<file path="src/rtl/secs_rtc_pkg.sv">
package secs_rtc_pkg;
  typedef logic [7:0] byte_t;
  typedef logic [7:0] addr_t;

  // Register addresses; the time and alarm groups are MSB-first by address.
  localparam addr_t A_VENDOR = 8'h00;
  localparam addr_t A_MODEL  = 8'h01;
  localparam addr_t A_STAT   = 8'h10;
  localparam addr_t A_CTRL   = 8'h29;
  localparam addr_t A_TIME   = 8'h70;
  localparam addr_t A_ALARM  = 8'h74;

  localparam int ALARM_BIT = 3;  // status bit flagging an alarm event
  localparam int WAKE_BIT  = 3;  // control enable: wake pulse
  localparam int PWR_BIT   = 2;  // control enable: power-up pulse

  // Byte idx of an nb-byte value, idx 0 being the most significant byte.
  function automatic byte_t pick_byte(input logic [63:0] v, input int idx, input int nb);
    return byte_t'(v >> (8 * (nb - 1 - idx)));
  endfunction
endpackage

</file>
<file path="src/rtl/secs_rtc_counter.sv">
module secs_rtc_counter
  import secs_rtc_pkg::*;
#(
  parameter int CNT_W = 32
) (
  input  logic             clk,
  input  logic             rst_n,
  input  logic             tick_i,
  input  logic             wr_en_i,
  input  logic             rd_en_i,
  input  addr_t            addr_i,
  input  byte_t            wdata_i,
  output logic [CNT_W-1:0] cnt_o,
  output logic [CNT_W-1:0] snap_o,
  output logic             adv_o
);
  localparam int    NB    = CNT_W / 8;
  localparam addr_t LSB_A = A_TIME + addr_t'(NB - 1);

  byte_t            stage_q [NB-1];
  logic [CNT_W-1:0] load_val;
  logic             load;

  assign load  = wr_en_i && (addr_i == LSB_A);
  assign adv_o = tick_i && !load;

  // Upper bytes wait in the stage until the LSB write commits them.
  always_ff @(posedge clk or negedge rst_n) begin
    if (!rst_n) begin
      for (int i = 0; i < NB - 1; i++) stage_q[i] <= '0;
    end else if (wr_en_i) begin
      for (int i = 0; i < NB - 1; i++)
        if (addr_i == A_TIME + addr_t'(i)) stage_q[i] <= wdata_i;
    end
  end

  always_comb begin
    load_val = CNT_W'(wdata_i);
    for (int i = 0; i < NB - 1; i++) load_val[CNT_W-1-8*i -: 8] = stage_q[i];
  end

  always_ff @(posedge clk or negedge rst_n) begin
    if (!rst_n)      cnt_o <= '0;
    else if (load)   cnt_o <= load_val;
    else if (tick_i) cnt_o <= cnt_o + CNT_W'(1);
  end

  // An MSB read freezes the whole count for the lower-byte reads.
  always_ff @(posedge clk or negedge rst_n) begin
    if (!rst_n)                            snap_o <= '0;
    else if (rd_en_i && addr_i == A_TIME) snap_o <= cnt_o;
  end
endmodule

</file>
<file path="src/rtl/secs_rtc_alarm.sv">
module secs_rtc_alarm
  import secs_rtc_pkg::*;
#(
  parameter int CNT_W = 32
) (
  input  logic             clk,
  input  logic             rst_n,
  input  logic             wr_en_i,
  input  addr_t            addr_i,
  input  byte_t            wdata_i,
  input  logic             adv_i,
  input  logic [CNT_W-1:0] cnt_i,
  input  logic             wake_en_i,
  input  logic             pwr_en_i,
  input  logic             clr_i,
  output logic [CNT_W-1:0] alm_o,
  output logic             stat_o,
  output logic             wake_o,
  output logic             pwr_o
);
  localparam int NB = CNT_W / 8;

  logic armed, fire;

  always_ff @(posedge clk or negedge rst_n) begin
    if (!rst_n) alm_o <= '1;
    else if (wr_en_i) begin
      for (int i = 0; i < NB; i++)
        if (addr_i == A_ALARM + addr_t'(i)) alm_o[CNT_W-1-8*i -: 8] <= wdata_i;
    end
  end

  // Compare against the value the count takes on this tick.
  assign armed = (alm_o != '1);
  assign fire  = adv_i && armed && ((cnt_i + CNT_W'(1)) == alm_o);

  always_ff @(posedge clk or negedge rst_n) begin
    if (!rst_n) begin
      stat_o <= 1'b0;
      wake_o <= 1'b0;
      pwr_o  <= 1'b0;
    end else begin
      if (fire)       stat_o <= 1'b1;
      else if (clr_i) stat_o <= 1'b0;
      wake_o <= fire && wake_en_i;
      pwr_o  <= fire && pwr_en_i;
    end
  end
endmodule

</file>
<file path="src/rtl/secs_rtc.sv">
module secs_rtc
  import secs_rtc_pkg::*;
#(
  parameter int         CNT_W     = 32,
  parameter logic [7:0] VENDOR_ID = 8'h5A,
  parameter logic [7:0] MODEL_REV = 8'h41
) (
  input  logic       clk,
  input  logic       rst_n,
  input  logic       tick_i,
  input  logic [7:0] addr_i,
  input  logic [7:0] wdata_i,
  input  logic       wr_en_i,
  input  logic       rd_en_i,
  output logic [7:0] rdata_o,
  output logic       irq_o,
  output logic       wake_o,
  output logic       pwrup_o
);
  localparam int NB = CNT_W / 8;

  logic [CNT_W-1:0] cnt_q, snap_q, alm_q;
  logic             adv, stat_q, clr;
  byte_t            ctrl_q, rd_val;

  secs_rtc_counter #(.CNT_W(CNT_W)) u_cnt (
    .clk(clk), .rst_n(rst_n), .tick_i(tick_i), .wr_en_i(wr_en_i), .rd_en_i(rd_en_i),
    .addr_i(addr_i), .wdata_i(wdata_i), .cnt_o(cnt_q), .snap_o(snap_q), .adv_o(adv)
  );

  assign clr = wr_en_i && (addr_i == A_STAT) && wdata_i[ALARM_BIT];

  secs_rtc_alarm #(.CNT_W(CNT_W)) u_alm (
    .clk(clk), .rst_n(rst_n), .wr_en_i(wr_en_i), .addr_i(addr_i), .wdata_i(wdata_i),
    .adv_i(adv), .cnt_i(cnt_q), .wake_en_i(ctrl_q[WAKE_BIT]), .pwr_en_i(ctrl_q[PWR_BIT]),
    .clr_i(clr), .alm_o(alm_q), .stat_o(stat_q), .wake_o(wake_o), .pwr_o(pwrup_o)
  );

  always_ff @(posedge clk or negedge rst_n) begin
    if (!rst_n)                            ctrl_q <= '0;
    else if (wr_en_i && addr_i == A_CTRL) ctrl_q <= wdata_i;
  end

  always_comb begin
    rd_val = '0;
    case (addr_i)
      A_VENDOR: rd_val = VENDOR_ID;
      A_MODEL:  rd_val = MODEL_REV;
      A_STAT:   rd_val[ALARM_BIT] = stat_q;
      A_CTRL:   rd_val = ctrl_q;
      default: begin
        if (addr_i == A_TIME)
          rd_val = pick_byte(64'(cnt_q), 0, NB);
        else if (addr_i > A_TIME && addr_i < A_TIME + addr_t'(NB))
          rd_val = pick_byte(64'(snap_q), 32'(addr_i - A_TIME), NB);
        else if (addr_i >= A_ALARM && addr_i < A_ALARM + addr_t'(NB))
          rd_val = pick_byte(64'(alm_q), 32'(addr_i - A_ALARM), NB);
      end
    endcase
  end

  always_ff @(posedge clk or negedge rst_n) begin
    if (!rst_n)       rdata_o <= '0;
    else if (rd_en_i) rdata_o <= rd_val;
  end

  assign irq_o = stat_q;
endmodule

</file>
<file path="config.mk">
export PLATFORM = sky130hd
export DESIGN_NAME = secs_rtc
export DESIGN_NICKNAME = d
export VERILOG_FILES = /design/src/rtl/secs_rtc_pkg.sv /design/src/rtl/secs_rtc_counter.sv /design/src/rtl/secs_rtc_alarm.sv /design/src/rtl/secs_rtc.sv
export SDC_FILE = /design/constraint.sdc
export NUM_CORES = 1
export LEC_CHECK = 0
export BUFFER_PORTS_ARGS = -buffer_cell sky130_fd_sc_hd__buf_2
export CAP_MARGIN = 20
export CORE_AREA = 10 10 148 116
export DETAILED_ROUTE_END_ITERATION = 8
export DIE_AREA = 0 0 158 126
export HOLD_SLACK_MARGIN = 0.03
export MAX_ROUTING_LAYER = met4
export PLACE_DENSITY = 0.77
export SETUP_SLACK_MARGIN = 0.5
export SLEW_MARGIN = 20
export SYNTH_ARGS = -nofsm -noshare
export SYNTH_HDL_FRONTEND = slang
export SYNTH_HIERARCHICAL = 1
export SYNTH_SLANG_ARGS = --single-unit
export TNS_END_PERCENT = 30
</file>
<file path="constraint.sdc">
create_clock -name clk -period 2.7 [get_ports clk]
set_input_delay 0.27 -clock clk [delete_from_list [all_inputs] [get_ports clk]]
set_output_delay 0.27 -clock clk [all_outputs]
set_load 0.02 [all_outputs]
</file>
==> results of run 1 <==
power by group through the flow:
stage | Combinational (uW) | Sequential, uW | Clock (uW)
after detailed placement | 1160 | 2500 | 0
after CTS | 1260 | 2460 | 2370
after floorplan | 666 | 2510 | 0
final | 1320 | 2470 | 2370
after global placement | 1120 | 2490 | 0
after global routing | 1390 | 2490 | 2470
worst max-delay path, delay by kind of cell, from the launching register on:
kind	cells	cell delay (ns)
buf+inv	2	0.27
flops	1	0.39
simple gates	5	0.97
fa+ha+maj	1	0.18
compound gates	2	0.43
repair_timing:
item / in CTS / in global routing
pin swaps: 3 / 4
gates resized for setup: 25 / 5
endpoints found under the setup margin: 3 / 6
setup buffers: 10 / 0
hold endpoints to repair: 49 / 0
hold buffers: 1 / 0
cells by family (layout without fill, tap and decap cells):
logic type	count (synthesis)	after routing	share of synthesized area, %
adder cells (fa/ha/maj)	12	12	1.78
AO/OA/AOI/OAI	107	107	9.21
AND/OR/NAND/NOR	259	259	18.5
XOR/XNOR	83	83	8.81
flip-flops	139	139	41.8
buffers and inverters	40	125	2.33
multiplexers	116	116	17.6
per-stage QoR:
step / area [sq um] / setup WS, ns / std cells / total power [uW] / utilization [%]
global placement: 8960 / 0.334 / 978 / 3610 / 63.0
global route: 9740 / 0.336 / 1021 / 6350 / 68.5
floorplan: 8420 / 0.535 / 756 / 3180 / -
detailed placement: 8960 / 0.278 / 978 / 3660 / 63.0
finish: 9740 / 0.371 / 1021 / 6160 / 68.5
CTS: 9720 / 0.487 / 1021 / 6090 / 68.4
final timing paths:
| check | start | depth (start not counted) | end |
|---|---|---|---|
| max reg2reg | u_cnt/cnt_o[1]$_DFFE_PN0P_ | 10 | u_alm/pwr_o$_DFF_PN0_ |
| min reg2reg | ctrl_q[7]$_DFFE_PN0P_ | 1 | ctrl_q[7]$_DFFE_PN0P_ |
| min in group asynchronous | rst_n | 2 | ctrl_q[7]$_DFFE_PN0P_ |
| min | tick_i | 3 | u_cnt/cnt_o[0]$_DFFE_PN0P_ |
| max in group asynchronous | rst_n | 3 | u_alm/alm_o[31]$_DFFE_PN1P_ |
| max | u_cnt/cnt_o[1]$_DFFE_PN0P_ | 10 | u_alm/pwr_o$_DFF_PN0_ |
cell type report:
class                   count  area [sq um]  area share [%]
well taps                 180           225            2.31
inverters                  13          48.8           0.501
multi-input cells         577          4790            49.1
clock inverters            13           144            1.48
repair buffers             80           548            5.63
flip-flops and latches    139          3540            36.3
clock buffers              19           453            4.65
flip-flops by register name, summed over array words and instances, names as in the netlist:
signal and cells:
ctrl_q 8, u_cnt/load_val 24, u_alm/pwr_o 1, u_cnt/snap_o 32, rdata_o 8, u_alm/alm_o 32
u_alm/stat_o 1, u_alm/wake_o 1, u_cnt/cnt_o 32
cells in the final DEF, fill, tap and decap left out, drive strengths merged, types with 32 or more instances in the layout:
| cell | synthesis | routed |
|---|---|---|
| dfrtp | 107 | 107 |
| mux2 | 97 | 97 |
| buf | 13 | 79 |
| nor2 | 63 | 63 |
| xnor2 | 42 | 42 |
| xor2 | 41 | 41 |
| a21oi | 38 | 38 |
| nand2 | 35 | 35 |
| nand3 | 35 | 35 |
| dfstp | 32 | 32 |
| nand4 | 32 | 32 |
metal layers:
metal / vias to the layer above / global-route usage, % / wire length (microns)
met1: 3477 / 37.7 / 11400
met3: 84 / 10.8 / 3370
met2: 455 / 37.8 / 11500
met4: 0 / 9.41 / 962
li1: 2987 / - / -
met5: - / - / 0
==> results.txt, run 1 <==
Net Switching = 1950 uW
fmax = 429 MHz
Post-route DRC = 0
max-cap violations = 0
crit path DAT = 2.67 ns
Worst-Skew Late Latency = 0.43 ns
Primary FF master, synth = dfrtp_1
Tcrit/Tclk final = 86.3%
most frequent cell after synthesis = dfrtp_1
Post-synth EDFFs = 0
largest cells by area after synthesis = dfrtp_1 (32%), mux2_2 (12%), dfstp_2 (10%)
clk sinks = 139
critical path fanouts, max = 5
grt ovf = 0
GRT Total Usage = 28.0%
Hold Violations, Final = 0
Antenna diodes = 0
Layout Nets = 861
area grow syn2layout = 15.6%
Placer Congestion = 1.03
Core Area = 14200 sq um
outcome = finished clean
part of the power in registers = 40.2%
share of the synthesized area in the top cell type = 31.8%
Routed Antenna Nets = 0
FF+latch count, synth = 139
first-pass GRT wire length = 41000 microns
HP Class = input pin to flip-flop
startpoint types = flip-flop
# setup viols final = 0
largest area contributor in the netlist = dfrtp_1
slowest CP cell = dfrtp_1
Yosys warning count = 6
clk root buf = clkbuf_16
post-synthesis sequential area ratio = 41.8%
Slowest Stage Delay on Critical Path = 0.39 ns
total number of vias = 7003
final setup TNS = 0 ns
Pre-Repair DR Iteration Count = 6
Die Ht = 126 microns
worst path cell trace = ha_4, nand4_4, nor4_4, buf_6, buf_4, nand3_1, o31a_1, nor4_2, o2111ai_2, nor3_2
FFs w/ async S/R, synth = 100%
maximum clock insertion buffer count = 2
DP HPWL = 18900 microns
H-tree depth reported by CTS = 4
Reg clk slew, reported paths = 0.06 ns
VDD IR-drop max = 0.531 mV
WS Path Type = flip-flop to flip-flop
CP required = 3.04 ns
fin crit period = 2.33 ns
Iteration-0 DRC Markers = 1063
internal power = 4210 uW
WL/cell = 26.6 microns
syn_area_per_cell = 11.1 sq um
Clock Skews = 0.00594 ns
Reg2Reg Setup Slack = 0.37 ns
initial antenna violation count = 0
Tightest Pin Transition = 0.749 ns
Slew headroom = 49.9%
total CTS buffers = 17
# fillers = 1055
num rows = 38
layout cells sized above 1 = 37.9%
logic gate share of total power = 21.4%
clock share of power = 38.4%
pin count of the biggest net entering global routing = 73
Die Area = 19900 sq um
Final Hold Slack = 0.269 ns
WL final = 27200 microns
number of global-route vias before repair = 6711
Mapped Cells = 756
I/O Pins = 32
RSZ-0062 raised after global routing = true
Initial Utilization = 59.3%
PortBufs = 31
Leak = 0.00426 uW
max-slew violations = 0
synth unique cells = 79
endpoint class of the critical path = flip-flop
CTS tree = done
Synth top cells by count = dfrtp_1 (107), mux2_2 (89), nor2_1 (62)
vias per cell = 6.86
P per Cell Area = 632 nW/um^2
post-synth net total = 789
Mapped Area = 8420 sq um
Net Sw Frac = 31.7%
Horiz. Die Dim = 158 microns
(Power assumes the default switching activity.)
==> run 2: changes to the inputs <==
--- a/config.mk
+++ b/config.mk
@@ -7,9 +7,9 @@
 export LEC_CHECK = 0
 export BUFFER_PORTS_ARGS = -buffer_cell sky130_fd_sc_hd__buf_2
 export CAP_MARGIN = 20
-export CORE_AREA = 10 10 148 116
+export CORE_AREA = 2 2 140 108
 export DETAILED_ROUTE_END_ITERATION = 8
-export DIE_AREA = 0 0 158 126
+export DIE_AREA = 0 0 142 110
 export HOLD_SLACK_MARGIN = 0.03
 export MAX_ROUTING_LAYER = met4
 export PLACE_DENSITY = 0.77
==> constraint.sdc (replaced) <==
create_clock -name clk -period 2.7 [get_ports clk]
set_input_delay 0 -clock clk [delete_from_list [all_inputs] [get_ports clk]]
set_output_delay 0 -clock clk [all_outputs]
set_load 0.02 [all_outputs]
==> results.txt, run 2 (synthesized netlist as in run 1, its figures left out) <==
outcome = finished clean
Placer Congestion = 0.968
most frequent cells in the layout = dfrtp_1 (94), mux2_2 (89), nor2_1 (61)
initial antenna violation count = 2
HP Class = input pin to flip-flop
Slew headroom = 47.3%
worst path cell trace = ha_2, nand4_4, nor4_4, buf_6, buf_4, o31a_1, nor4_2, o2111ai_2, o22ai_1
WS Path Type = flip-flop to flip-flop
fin crit period = 2.26 ns
CTS tree = done
max-slew violations = 0
Clock Skews = 0.0108 ns
worst reg2reg startpoint = u_cnt/cnt_o[0]$_DFFE_PN0P_
VDD IR-drop max = 0.608 mV
Horiz. Die Dim = 142 microns
I/O Pins = 32
Critical Path Source = u_cnt/cnt_o[0]$_DFFE_PN0P_
endpoint class of the critical path = flip-flop
CP required = 3.03 ns
Routed Antenna Nets = 0
commonest non-fill, non-tap cell in the layout = dfrtp_1
grt ovf = 0
first-pass GRT wire length = 39000 microns
DP HPWL = 18100 microns
WL/cell = 25.0 microns
max-cap violations = 0
routing usage on met1 = 47.8%
final setup TNS = 0 ns
Reg clk slew, reported paths = 0.06 ns
vias per cell = 6.66
Layout Nets = 863
Buf+Inv Stages, Crit Path = 2
RSZ-0062 raised after global routing = true
WL final = 25600 microns
slowest CP cell = dfrtp_2
Worst-Skew Late Latency = 0.42 ns
clk sinks = 139
Tcrit/Tclk final = 83.6%
total number of vias = 6830
area grow syn2layout = 16.2%
R2R cell count = 9
GR peak layer = met2
hold path depth = 3
P per Cell Area = 628 nW/um^2
CP Depth = 9
Initial Utilization = 59.3%
Leak = 0.00427 uW
pin count of the biggest net entering global routing = 70
crit path DAT = 2.58 ns
Hold Violations, Final = 0
number of global-route vias before repair = 6626
Slowest Stage Delay on Critical Path = 0.42 ns
clk root buf = clkbuf_16
Pre-Repair DR Iteration Count = 5
total CTS buffers = 17
Die Area = 15600 sq um
startpoint types = flip-flop
cell family with most CP delay = compound AO/OA/AOI/OAI gates
hold_sp = wdata_i[3]
top flop regs = u_alm/alm_o (32), u_cnt/cnt_o (32), u_cnt/snap_o (32)
GR Util met2 = 50.6%
Iteration-0 DRC Markers = 708
# setup viols final = 0
H-tree depth reported by CTS = 4
Post-route DRC = 0
maximum clock insertion buffer count = 2
GR Util met3 = 10.7%
critical path fanouts, max = 8
Core Area = 14200 sq um
Die Ht = 110 microns
GRT Total Usage = 35.1%
Tightest Pin Transition = 0.787 ns
fmax = 443 MHz
layout cells sized above 1 = 36.3%
Final Hold Slack = 0.0530 ns
PortBufs = 31
num rows = 38
run 2: changes by cell type in the layout (fill, tap and decap cells not counted), moves of 2 or more:
cell,previous run,this run
buf_4,46,36
buf_6,2,6
clkbuf_1,0,4
clkinvlp_4,4,2
diode_2,0,3
clkinv_4,4,0
dlygate4sd3_1,1,9
clkbuf_8,2,5
run 2: where the power goes:
group | internal (uW) | switching (uW)
logic | 587 | 769
registers | 2260 | 201
clock network | 1480 | 842
run 2: timing repair:
action | in CTS | in global routing
gates resized for setup | 8 | 26
hold endpoints to repair | 74 | 0
buffers inserted | 3 | 5
setup endpoints to repair | 4 | 4
pin swaps | 2 | 12
hold buffers | 9 | 0
run 2: per-layer routing:
| metal | share of wire [%] | vias to the layer above | wire length, microns |
|---|---|---|---|
| met5 | 0 | - | 0 |
| met4 | 2.5 | 0 | 628 |
| met3 | 12 | 50 | 3030 |
| met2 | 43 | 418 | 11100 |
| met1 | 42 | 3363 | 10800 |
| li1 | - | 2999 | - |
run 2: area by class of cell:
type / instances / area [sq um]
inverter: 13 / 48.8
clock buffer: 26 / 509
sequential: 139 / 3530
tap: 180 / 225
multi-input combinational: 577 / 4780
fill: 1062 / 4430
timing repair buffer: 82 / 593
antenna: 3 / 7.51
clock inverter: 6 / 85.1
run 2: worst paths after layout:
path                                          endpoint  slack, ns
setup / recovery              u_alm/stat_o$_DFFE_PN0P_       0.44
hold / removal              u_cnt/cnt_o[3]$_DFFE_PN0P_       0.05
setup reg to reg              u_alm/stat_o$_DFFE_PN0P_       0.44
hold reg to reg                  ctrl_q[6]$_DFFE_PN0P_       0.49
max in group asynchronous  u_alm/alm_o[18]$_DFFE_PN1P_       1.63
min in group asynchronous       rdata_o[5]$_DFFE_PN0P_       0.13
run 2: tightest hold or removal path: stages:
cell and delay [ns]:
buf_2 0.23, nor2_1 0.15, a21oi_1 0.05
run 2: per-stage QoR:
| stage | power (uW) | area (sq um) | utilization [%] | cells | setup WS, ns |
|---|---|---|---|---|---|
| final | 6140 | 9790 | 68.8 | 1026 | 0.443 |
| after floorplan | 3180 | 8420 | - | 756 | 0.535 |
| after global placement | 3600 | 8920 | 62.7 | 974 | 0.350 |
| after CTS | 6000 | 9650 | 67.9 | 1018 | 0.480 |
| after global routing | 6370 | 9780 | 68.8 | 1025 | 0.380 |
| after detailed placement | 3650 | 8920 | 62.7 | 974 | 0.248 |
